**config.mk**
```make
export PLATFORM = sky130hd
export DESIGN_NAME = chg_seq_ctrl
export DESIGN_NICKNAME = d
export VERILOG_FILES = /design/src/rtl/chg_seq_pkg.sv /design/src/rtl/chg_seq_qual.sv /design/src/rtl/chg_seq_timer.sv /design/src/rtl/chg_seq_fsm.sv /design/src/rtl/chg_seq_ctrl.sv
export SDC_FILE = /design/constraint.sdc
export NUM_CORES = 1
export LEC_CHECK = 0
export ABC_AREA = 1
export BUFFER_PORTS_ARGS = -buffer_cell sky130_fd_sc_hd__buf_2
export CORE_UTILIZATION = 30
export CTS_CLUSTER_SIZE = 12
export DETAILED_ROUTE_END_ITERATION = 16
export GPL_TIMING_DRIVEN = 0
export HOLD_SLACK_MARGIN = 0.05
export PLACE_DENSITY = 0.51
export REMOVE_ABC_BUFFERS = 1
export SETUP_SLACK_MARGIN = 0.5
export SYNTH_ARGS = -nofsm -noshare
export SYNTH_HDL_FRONTEND = slang
export SYNTH_SLANG_ARGS = --single-unit
```
**constraint.sdc**
```tcl
create_clock -name clk -period 1.7 [get_ports clk]
set_input_delay 0.255 -clock clk [delete_from_list [all_inputs] [get_ports clk]]
set_output_delay 0.255 -clock clk [all_outputs]
set_load 0.01 [all_outputs]
```
**src/rtl/chg_seq_pkg.sv**
```systemverilog
package chg_seq_pkg;

   typedef enum logic [2:0] {
      ST_IDLE = 3'd0,
      ST_PRE  = 3'd1,
      ST_BULK = 3'd2,
      ST_TOP  = 3'd3,
      ST_DONE = 3'd4,
      ST_TFLT = 3'd5
   } chg_state_e;

   localparam logic [1:0] TH_COLD  = 2'b00;
   localparam logic [1:0] TH_IDEAL = 2'b01;
   localparam logic [1:0] TH_HOT   = 2'b10;
   localparam logic [1:0] TH_OPEN  = 2'b11;

   function automatic logic [1:0] phase_of(input chg_state_e s);
      case (s)
         ST_PRE:  phase_of = 2'b01;
         ST_BULK: phase_of = 2'b10;
         ST_TOP:  phase_of = 2'b11;
         default: phase_of = 2'b00;
      endcase
   endfunction

   function automatic logic is_active(input chg_state_e s);
      is_active = (s == ST_PRE) || (s == ST_BULK) || (s == ST_TOP);
   endfunction

endpackage

```
**src/rtl/chg_seq_qual.sv**
```systemverilog
module chg_seq_qual
   import chg_seq_pkg::*;
(
   input  logic       supply_ok,
   input  logic       above_uvlo,
   input  logic       below_rechg,
   input  logic [1:0] therm_code,
   input  logic       temp_chk_en,
   input  logic       shutdown,
   input  logic       por_cmd,
   input  logic       inhibit,
   output logic       force_rst,
   output logic       start_ok,
   output logic       hot
);

   logic temp_ok;
   logic therm_open;

   always_comb begin
      therm_open = temp_chk_en && (therm_code == TH_OPEN);
      hot        = temp_chk_en && (therm_code == TH_HOT);
      temp_ok    = !temp_chk_en || (therm_code == TH_COLD) || (therm_code == TH_IDEAL);
      force_rst  = !supply_ok || !above_uvlo || shutdown || por_cmd || therm_open;
      start_ok   = !force_rst && below_rechg && temp_ok && !inhibit;
   end

endmodule

```
**src/rtl/chg_seq_timer.sv**
```systemverilog
module chg_seq_timer #(
   parameter int TW      = 8,
   parameter int T_LIMIT = 20
) (
   input  logic          clk,
   input  logic          rst,
   input  logic          clr,
   input  logic          run,
   output logic [TW-1:0] count,
   output logic          at_limit
);

   localparam logic [TW-1:0] LIM = TW'(T_LIMIT);

   if (TW < 2) begin : g_bad_width
      $error("chg_seq_timer: TW must be at least 2");
   end
   if (T_LIMIT < 1 || T_LIMIT > (2 ** TW) - 1) begin : g_bad_limit
      $error("chg_seq_timer: T_LIMIT must fit in TW bits and be nonzero");
   end

   assign at_limit = (count == LIM);

   always_ff @(posedge clk) begin
      if (rst || clr)
         count <= '0;
      else if (run && !at_limit)
         count <= count + 1'b1;
   end

   a_r9_limit_bound: assert property (@(posedge clk) disable iff (rst)
      count <= LIM);

endmodule

```
**src/rtl/chg_seq_fsm.sv**
```systemverilog
module chg_seq_fsm
   import chg_seq_pkg::*;
(
   input  logic       clk,
   input  logic       rst,
   input  logic       force_rst,
   input  logic       start_ok,
   input  logic       pre_done,
   input  logic       bulk_done,
   input  logic       topoff_done,
   input  logic       at_limit,
   output chg_state_e state
);

   chg_state_e nxt;

   always_comb begin
      nxt = state;
      if (force_rst)
         nxt = ST_IDLE;
      else begin
         case (state)
            ST_IDLE, ST_DONE: if (start_ok) nxt = ST_PRE;
            ST_PRE: begin
               if (at_limit)      nxt = ST_TFLT;
               else if (pre_done) nxt = ST_BULK;
            end
            ST_BULK: begin
               if (at_limit)       nxt = ST_TFLT;
               else if (bulk_done) nxt = ST_TOP;
            end
            ST_TOP: if (at_limit || topoff_done) nxt = ST_DONE;
            ST_TFLT: nxt = ST_TFLT;
            default: nxt = ST_IDLE;
         endcase
      end
   end

   always_ff @(posedge clk) begin
      if (rst) state <= ST_IDLE;
      else     state <= nxt;
   end

   a_r3_no_skip_bulk: assert property (@(posedge clk) disable iff (rst)
      (state == ST_PRE && !force_rst) |=> (state != ST_TOP));

   a_r9_fault_sticks: assert property (@(posedge clk) disable iff (rst)
      (state == ST_TFLT && !force_rst) |=> (state == ST_TFLT));

endmodule

```
**src/rtl/chg_seq_ctrl.sv**
```systemverilog
module chg_seq_ctrl
   import chg_seq_pkg::*;
#(
   parameter int TW      = 8,
   parameter int T_LIMIT = 20
) (
   input  logic          clk,
   input  logic          rst,
   input  logic          supply_ok,
   input  logic          above_uvlo,
   input  logic          below_rechg,
   input  logic          bat_ov,
   input  logic [1:0]    therm_code,
   input  logic          temp_chk_en,
   input  logic          shutdown,
   input  logic          por_cmd,
   input  logic          inhibit,
   input  logic          pre_done,
   input  logic          bulk_done,
   input  logic          topoff_done,
   output logic          chg_en,
   output logic          pwm_run,
   output logic [1:0]    phase,
   output logic          chg_fault,
   output logic [TW-1:0] chg_timer
);

   logic       force_rst, start_ok, hot, at_limit;
   logic       active, idle_like, tmr_clr, tmr_run;
   chg_state_e state;

   chg_seq_qual u_qual (
      .supply_ok   (supply_ok),
      .above_uvlo  (above_uvlo),
      .below_rechg (below_rechg),
      .therm_code  (therm_code),
      .temp_chk_en (temp_chk_en),
      .shutdown    (shutdown),
      .por_cmd     (por_cmd),
      .inhibit     (inhibit),
      .force_rst   (force_rst),
      .start_ok    (start_ok),
      .hot         (hot)
   );

   chg_seq_fsm u_fsm (
      .clk         (clk),
      .rst         (rst),
      .force_rst   (force_rst),
      .start_ok    (start_ok),
      .pre_done    (pre_done),
      .bulk_done   (bulk_done),
      .topoff_done (topoff_done),
      .at_limit    (at_limit),
      .state       (state)
   );

   always_comb begin
      active    = is_active(state);
      idle_like = (state == ST_IDLE) || (state == ST_DONE);
      tmr_clr   = force_rst || (idle_like && start_ok);
      tmr_run   = active && !hot;
   end

   chg_seq_timer #(.TW(TW), .T_LIMIT(T_LIMIT)) u_timer (
      .clk      (clk),
      .rst      (rst),
      .clr      (tmr_clr),
      .run      (tmr_run),
      .count    (chg_timer),
      .at_limit (at_limit)
   );

   always_comb begin
      phase     = phase_of(state);
      chg_en    = active && !force_rst && !hot && !inhibit;
      pwm_run   = chg_en && !bat_ov;
      chg_fault = (state == ST_TFLT) || (active && hot && !force_rst);
   end

   a_r7_force_clears: assert property (@(posedge clk) disable iff (rst)
      force_rst |=> (phase == 2'b00 && chg_timer == '0 && !chg_fault));

   a_r6_hot_holds_timer: assert property (@(posedge clk) disable iff (rst)
      (active && hot && !force_rst) |=> (chg_timer == $past(chg_timer)));

   a_r8_timer_runs: assert property (@(posedge clk) disable iff (rst)
      (active && !hot && !force_rst && !at_limit) |=>
         (chg_timer == TW'($past(chg_timer) + 1'b1)));

   a_r5_ov_stops_pwm: assert property (@(posedge clk) disable iff (rst)
      bat_ov |-> !pwm_run);

   a_r9_fault_no_current: assert property (@(posedge clk) disable iff (rst)
      chg_fault |-> !chg_en);

endmodule

```
==> run metrics, run 1 <==
layout filler cell count=about 260; Multi-input gate area=717 µm²; Int Pwr=approximately 0.36 mW; crit end category=primary output; vias per std cell=about 4.8; global route total overflow=0; sequential share of power=around 55%; endpoints failing setup=0; GP Congestion=0.745; Yosys top cell area share=26.4%; setup_tns=0 ns; Post-synth top cells=nand2_1 (38), inv_1 (19), nor2_1 (16); ys async rst share=0%; Sw Share=between 20% and 30%; total CTS buffers=3; die height=approximately 55 µm; TritonCTS clock tree=yes; Worst EP arrival=between 1 and 1.5 ns; critical path class=reg -> out; clock skew=between 0.003 and 0.004 ns; commonest register cell after synthesis=dfxtp_1; I/O pin cnt=28; combinational power share=7.3%; Chip Width=54.7 µm; Final ANT Viol Nets=0; post-synthesis cell count=between 100 and 150; Final Cycle Share=between 80 and 90%; largest net degree at the start of global routing=8; routed length per instance=between 10 and 15 µm; Worst Setup EP=chg_fault; outcome=finished clean; most numerous cell in the Yosys netlist=nand2_1; Clk Latency, worst-skew pair=around 0.26 ns; DRC=0; number of global-route vias before repair=877; register area share after synthesis=26.4%; syn_area_per_cell=6.47 µm²; min Tclk post-route=between 1 and 1.5 ns; DR vias=between 900 and 1000; Max Fanout on Critical Path=5; CP startpoint=u_fsm.state[2]; # diodes=0; NumNets Final=~190; Critical R2R Capture=u_fsm.state[2]; Slew HR=around 74%; hold buffers post-CTS=0; core area=approximately 0.0025 mm²; layout cell share with drive strength beyond 1=a little under three fifths; Site Rows=18; CP max stage delay=~0.36 ns; VDD IR max=between 0.2 and 0.3 mV; Synth area leaders=dfxtp_1 (26%), nand2_1 (17%), inv_1 (8.5%); worst r2r path cells=10; dpl hpwl=1440 µm; crit path max-delay cell type=dfxtp_4; CTS Sinks=11; FF+latch area=235 µm²; Least-Margin Pin Slew=slightly below 0.4 ns; PD cells=about 350 mW/mm²; NetSw=approximately 0.10 mW; Distinct cells, synth=25; Root Buffer=clkbuf_4; post-synth top area cell=dfxtp_1; Hold Path Class=in -> reg; type of origin of the critical path=register; post-detailed-routing wire length=~2200 µm; Pre-Repair DR Iteration Count=4; Initial DRC Count=23; reg2reg start=u_fsm.state[2]; clock transition at the registers of the reported paths=approximately 0.070 ns; clock share of power=between 30% and 40%; die area=approximately 0.003 mm²; final hold viol count=0; Worst EP required=approximately 1.4 ns; Area growth, synth to finish=60.6%; initial antenna violation count=0; Leak=approximately 0.65 nW; CTS Buffer Depth=2; max-cap viol count=0; fmax=approximately 700 MHz; H-Tree Depth=1; Max Slew Vio Count=0; FF+latch count, synth=11; Post-Syn Area=835 µm²; number of I/O port buffers=27; Post-synth EDFFs=0; global-route wire length before repair=3440 µm; YS warnings=0; critical-path cell list=buf_6 > o21ai_2 > a21boi_2 > buf_2; Worst R2R Setup Slack=roughly 0.33 ns; hold slack final=~0.26 ns; Starting Density=between 30% and 40%; placed insts=~190; Post-Layout Cell Count=roughly 200; GRT Overall Usage=15.7%; RSZ-0062 raised after global routing=yes
-- worst min-delay path by stage --
stage                startpoint          endpoint  slack (ns)  cells after the start
2_1_floorplan               rst    u_fsm.state[2]        0.40                      3
3_3_place_gp   u_timer.count[0]  u_timer.count[0]        0.49                      2
3_5_place_dp   u_timer.count[0]  u_timer.count[0]        0.49                      2
4_1_cts                     rst    u_fsm.state[2]        0.25                      4
5_1_grt                     rst    u_fsm.state[2]        0.27                      4
6_report                    rst    u_fsm.state[2]        0.26                      4
-- power groups by stage --
stage	Combinational, mW	Sequential, mW	Clock, mW
final	0.0338	0.254	0.177
after global routing	0.0384	0.254	0.195
after CTS	0.0336	0.254	0.184
after detailed placement	0.0323	0.264	0
after global placement	0.0317	0.264	0
after floorplan	0.0139	0.264	0
-- through the flow --
step	area [µm²]	setup slack (ns)	utilization, %	power [mW]
6_report	1340	0.268	52.7	0.465
5_1_grt	1340	0.209	52.7	0.488
4_1_cts	1160	0.145	45.7	0.472
3_5_place_dp	996	0.205	39.1	0.296
3_3_place_gp	996	0.228	39.1	0.295
2_1_floorplan	823	0.309	-	0.277
-- state kept, by name, summed over array words and instances (netlist names) --
name / count
u_fsm.state: 3
u_timer.count: 8
-- cells by family after synthesis --
| logic type | count (synthesis) | synth area share [%] |
|---|---|---|
| and+or+nand+nor | 80 | 48.4 |
| buffers and inverters | 22 | 10.8 |
| AOI/OAI and AO/OA | 12 | 9.29 |
| DFF | 11 | 26.4 |
| xor gates and xnor gates | 2 | 2.10 |
| adders and majority gates | 2 | 3.00 |
-- cell usage in the layout, fill, tap and decap left out, types with 4 or more instances in the layout --
cell type	n
nand2_4	5
nor2_1	13
nand2_2	5
inv_1	15
o21ai_2	4
buf_6	4
buf_4	8
dfxtp_2	6
nand2_1	29
inv_2	4
nor2_4	5
buf_2	26
-- worst max-delay path: cells and delay by family (launching register included) --
kind	cells	cell delay (ns)
AOI/OAI and AO/OA	2	0.30
buffers and inverters	2	0.26
DFF	1	0.36
-- repair_timing --
action                     4_1_cts  5_1_grt
pin swaps                        9       14
gates resized for setup         28       37
setup endpoints to repair       16       18
buffers inserted                 8        3
cloned                           1        0
-- per-layer routing --
metal	GRT usage (%)	vias to the layer above	wire, µm
li1	-	494	-
met1	16.8	444	924
met2	31.1	14	1210
met3	1.67	4	60
met4	5.13	0	27
met5	0	-	0
-- layout make-up --
cell class,instances,share of cell area (%)
timing repair buffer,38,17.6
clock buffer,4,1.96
tap,30,2.80
sequential,11,17.6
inverter,21,6.63
multi-input combinational,97,53.5
No activity file was read; power rests on OpenSTA's default activity.
==> run 2, diff against run 1 <==
--- a/config.mk
+++ b/config.mk
@@ -5,14 +5,14 @@
 export SDC_FILE = /design/constraint.sdc
 export NUM_CORES = 1
 export LEC_CHECK = 0
-export ABC_AREA = 1
+export ABC_AREA = 0
 export BUFFER_PORTS_ARGS = -buffer_cell sky130_fd_sc_hd__buf_2
 export CORE_UTILIZATION = 30
 export CTS_CLUSTER_SIZE = 12
 export DETAILED_ROUTE_END_ITERATION = 16
 export GPL_TIMING_DRIVEN = 0
 export HOLD_SLACK_MARGIN = 0.05
-export PLACE_DENSITY = 0.51
+export PLACE_DENSITY = 0.52
 export REMOVE_ABC_BUFFERS = 1
 export SETUP_SLACK_MARGIN = 0.5
 export SYNTH_ARGS = -nofsm -noshare
==> constraint.sdc (replaced) <==
create_clock -name clk -period 1.4 [get_ports clk]
set_input_delay 0.21 -clock clk [delete_from_list [all_inputs] [get_ports clk]]
set_output_delay 0.21 -clock clk [all_outputs]
set_load 0.01 [all_outputs]
==> run metrics, run 2 <==
outcome=finished, violations left; failing checks=setup timing; FF+latch count, synth=11 (unchanged); routed length per instance=14.6 µm (+32%); clock skew=0.00502 ns (+0.00136 ns); CTS Buffer Depth=2 (unchanged); initial antenna violation count=0 (unchanged); Worst EP required=1.56 ns (+0.12 ns); commonest register cell after synthesis=dfxtp_1; NumNets Final=151 (-20%); Final Cycle Share=108%; Final WS setup=-0.117 ns (-0.385 ns); number of global-route vias before repair=807 (-8.0%); Regs by FF count=u_timer.count: 8 flops, u_fsm.state: 3 flops; Site Rows=18 (unchanged); largest net degree at the start of global routing=12 (+4); DR vias=839 (-12%); Post-Syn Area=792 µm² (-5.1%); Yosys top cell area share=27.8% (+1.4 points); Hold Path Class=in -> reg; die area=0.00285 mm² (-4.9%); Post-synth EDFFs=0 (unchanged); max reg flops=8 (unchanged); number of I/O port buffers=27 (unchanged); critical-path cell list=o21bai_4 > buf_4 > buf_6 > buf_12 > a211oi_4 > mux2i_1 > nor2_1; post-synthesis cell count=90 (-30%); CP max stage delay=0.34 ns (-0.02 ns); type of origin of the critical path=register; Least-Margin Pin Slew=0.699 ns (+0.310 ns); global-route wire length before repair=3640 µm (+5.8%); Chip Width=53.4 µm (-2.5%); dpl hpwl=1310 µm (-8.9%); total CTS buffers=3 (unchanged); total power=0.570 mW (+22%); CTS Sinks=11 (unchanged); Max Slew Vio Count=0 (unchanged); CP bufs+invs=3 (+1); Post-synth top cells=dfxtp_1 (11), nor2_1 (11), nand2_1 (8); Worst EP arrival=1.68 ns (+0.50 ns); die height=53.4 µm (-2.5%); Worst path depth=7 (+3); most frequent cells in the layout=buf_2 (19), buf_6 (14), dfxtp_4 (11), nor2_1 (9), buf_4 (7); GP Congestion=0.718 (-3.6%); # diodes=0 (unchanged); M2 GR Usage=29.4% (-1.7 points); Initial DRC Count=13 (-43%); final hold viol count=0 (unchanged); grt peak-use layer=met2; max-cap viol count=0 (unchanged); syn_area_per_cell=8.80 µm² (+36%); register area share after synthesis=27.8% (+1.4 points); post-synth top area cell=dfxtp_1; min Tclk post-route=approximately 1.5 ns; layout cell share with drive strength beyond 1=66.9% (+10 points); crit end category=register; Synth area leaders=dfxtp_1 (28%), xnor2_1 (6.6%), nor2_1 (5.2%); core area=0.00248 mm² (-2.7%); hold buffers post-CTS=0 (unchanged); clock transition at the registers of the reported paths=0.08 ns (about the same); M3 GR Usage=2.87% (+1.2 points); Most flops, register=u_timer.count; Root Buffer=clkbuf_4; RSZ-0062 raised after global routing=yes; vias per std cell=5.15 (+8.2%); ys async rst share=0% (unchanged); Final ANT Viol Nets=0 (unchanged); routing usage on met1=22.5% (+5.7 points); PD cells=407 mW/mm² (+17%); Distinct cells, synth=39 (+56%); VDD IR max=0.321 mV (+14%); Max Fanout on Critical Path=7 (+2); kind of cell adding the most delay to the critical path=compound AO/OA/AOI/OAI gates; YS warnings=0 (unchanged); worst r2r path cells=7 (-3); Starting Density=32.0% (-0.82 points); post-detailed-routing wire length=2380 µm (+7.0%); hold-critical path depth=4 (unchanged); critical path class=reg -> reg; global route total overflow=0 (unchanged); commonest non-fill, non-tap cell in the layout=buf_2; H-Tree Depth=1 (unchanged); DRC=0 (unchanged); layout filler cell count=214 (-19%); endpoints failing setup=8 (+8); crit path max-delay cell type=dfxtp_4; Leak=0.485 nW (-25%); fmax=between 600 and 700 MHz; Clk Latency, worst-skew pair=0.27 ns (about the same); Area growth, synth to finish=76.6%; Slew HR=53.4% (-21 points); TritonCTS clock tree=yes; Pre-Repair DR Iteration Count=4 (unchanged); GRT Overall Usage=18.0% (+2.3 points); I/O pin cnt=28 (unchanged); post-layout util=56.5% (+3.8 points)
## run 2: cells by family after synthesis
kind of cell             after synthesis  synth area share, %
AND/OR/NAND/NOR                       47                 40.6
AO/OA/AOI/OAI                         15                 15.5
flip-flops                            11                 27.8
buffers and inverters                  8                 5.05
XOR/XNOR                               6                 6.64
adder cells (fa/ha/maj)                2                 3.16
multiplexers                           1                 1.26
## run 2: through the flow
stage | instance area, µm² | TNS (ns) | setup slack [ns] | instances | hold slack, ns
final | 1400 | -0.516 | -0.117 | 163 | 0.250
after detailed placement | 940 | -0.833 | -0.215 | 143 | 0.523
after CTS | 1280 | -0.357 | -0.200 | 157 | 0.233
after floorplan | 767 | -0.448 | -0.151 | 86 | 0.374
after global routing | 1400 | -0.994 | -0.190 | 163 | 0.246
after global placement | 940 | -0.765 | -0.204 | 143 | 0.514
## run 2: worst paths after layout
check / from / end / slack, ns
worst max-delay path: u_fsm.state[2] / u_timer.count[1] / -0.12
worst min-delay path: rst / u_fsm.state[1] / 0.25
worst max register to register: u_fsm.state[2] / u_timer.count[1] / -0.12
worst min register to register: u_timer.count[5] / u_timer.count[5] / 0.53
## run 2: power breakdown
group | internal, mW | switching, mW | total (mW)
clock network | 0.110 | 0.114 | 0.224
registers | 0.291 | 0.000430 | 0.292
logic | 0.0258 | 0.0281 | 0.0540
total | 0.428 | 0.142 | 0.570
## run 2: tightest hold or removal path, stage by stage
cell     delay [ns]
buf_2          0.09
nor3_1         0.07
nand2_2        0.08
a21oi_2        0.03
## run 2: final cells by class
type / instances / area [µm²] / area share, %
repair buffers: 43 / 360 / 25.8
multi-input cells: 71 / 696 / 49.7
well taps: 30 / 37.5 / 2.68
clock buffers: 4 / 26.3 / 1.88
inverters: 4 / 17.5 / 1.25
flip-flops and latches: 11 / 262 / 18.7
## run 2: routing by layer
metal	part of all wire (%)	vias up
met2	49	28
li1	-	415
met5	0	-
met4	0.67	0
met1	47	394
met3	3.0	2
## run 2: repair_timing
| action | 4_1_cts | 5_1_grt |
|---|---|---|
| gates cloned | 0 | 0 |
| resized for setup | 56 | 19 |
| setup endpoints to repair | 24 | 24 |
| pin swaps | 11 | 15 |
| hold endpoints to repair | 0 | 0 |
| setup buffers | 10 | 6 |
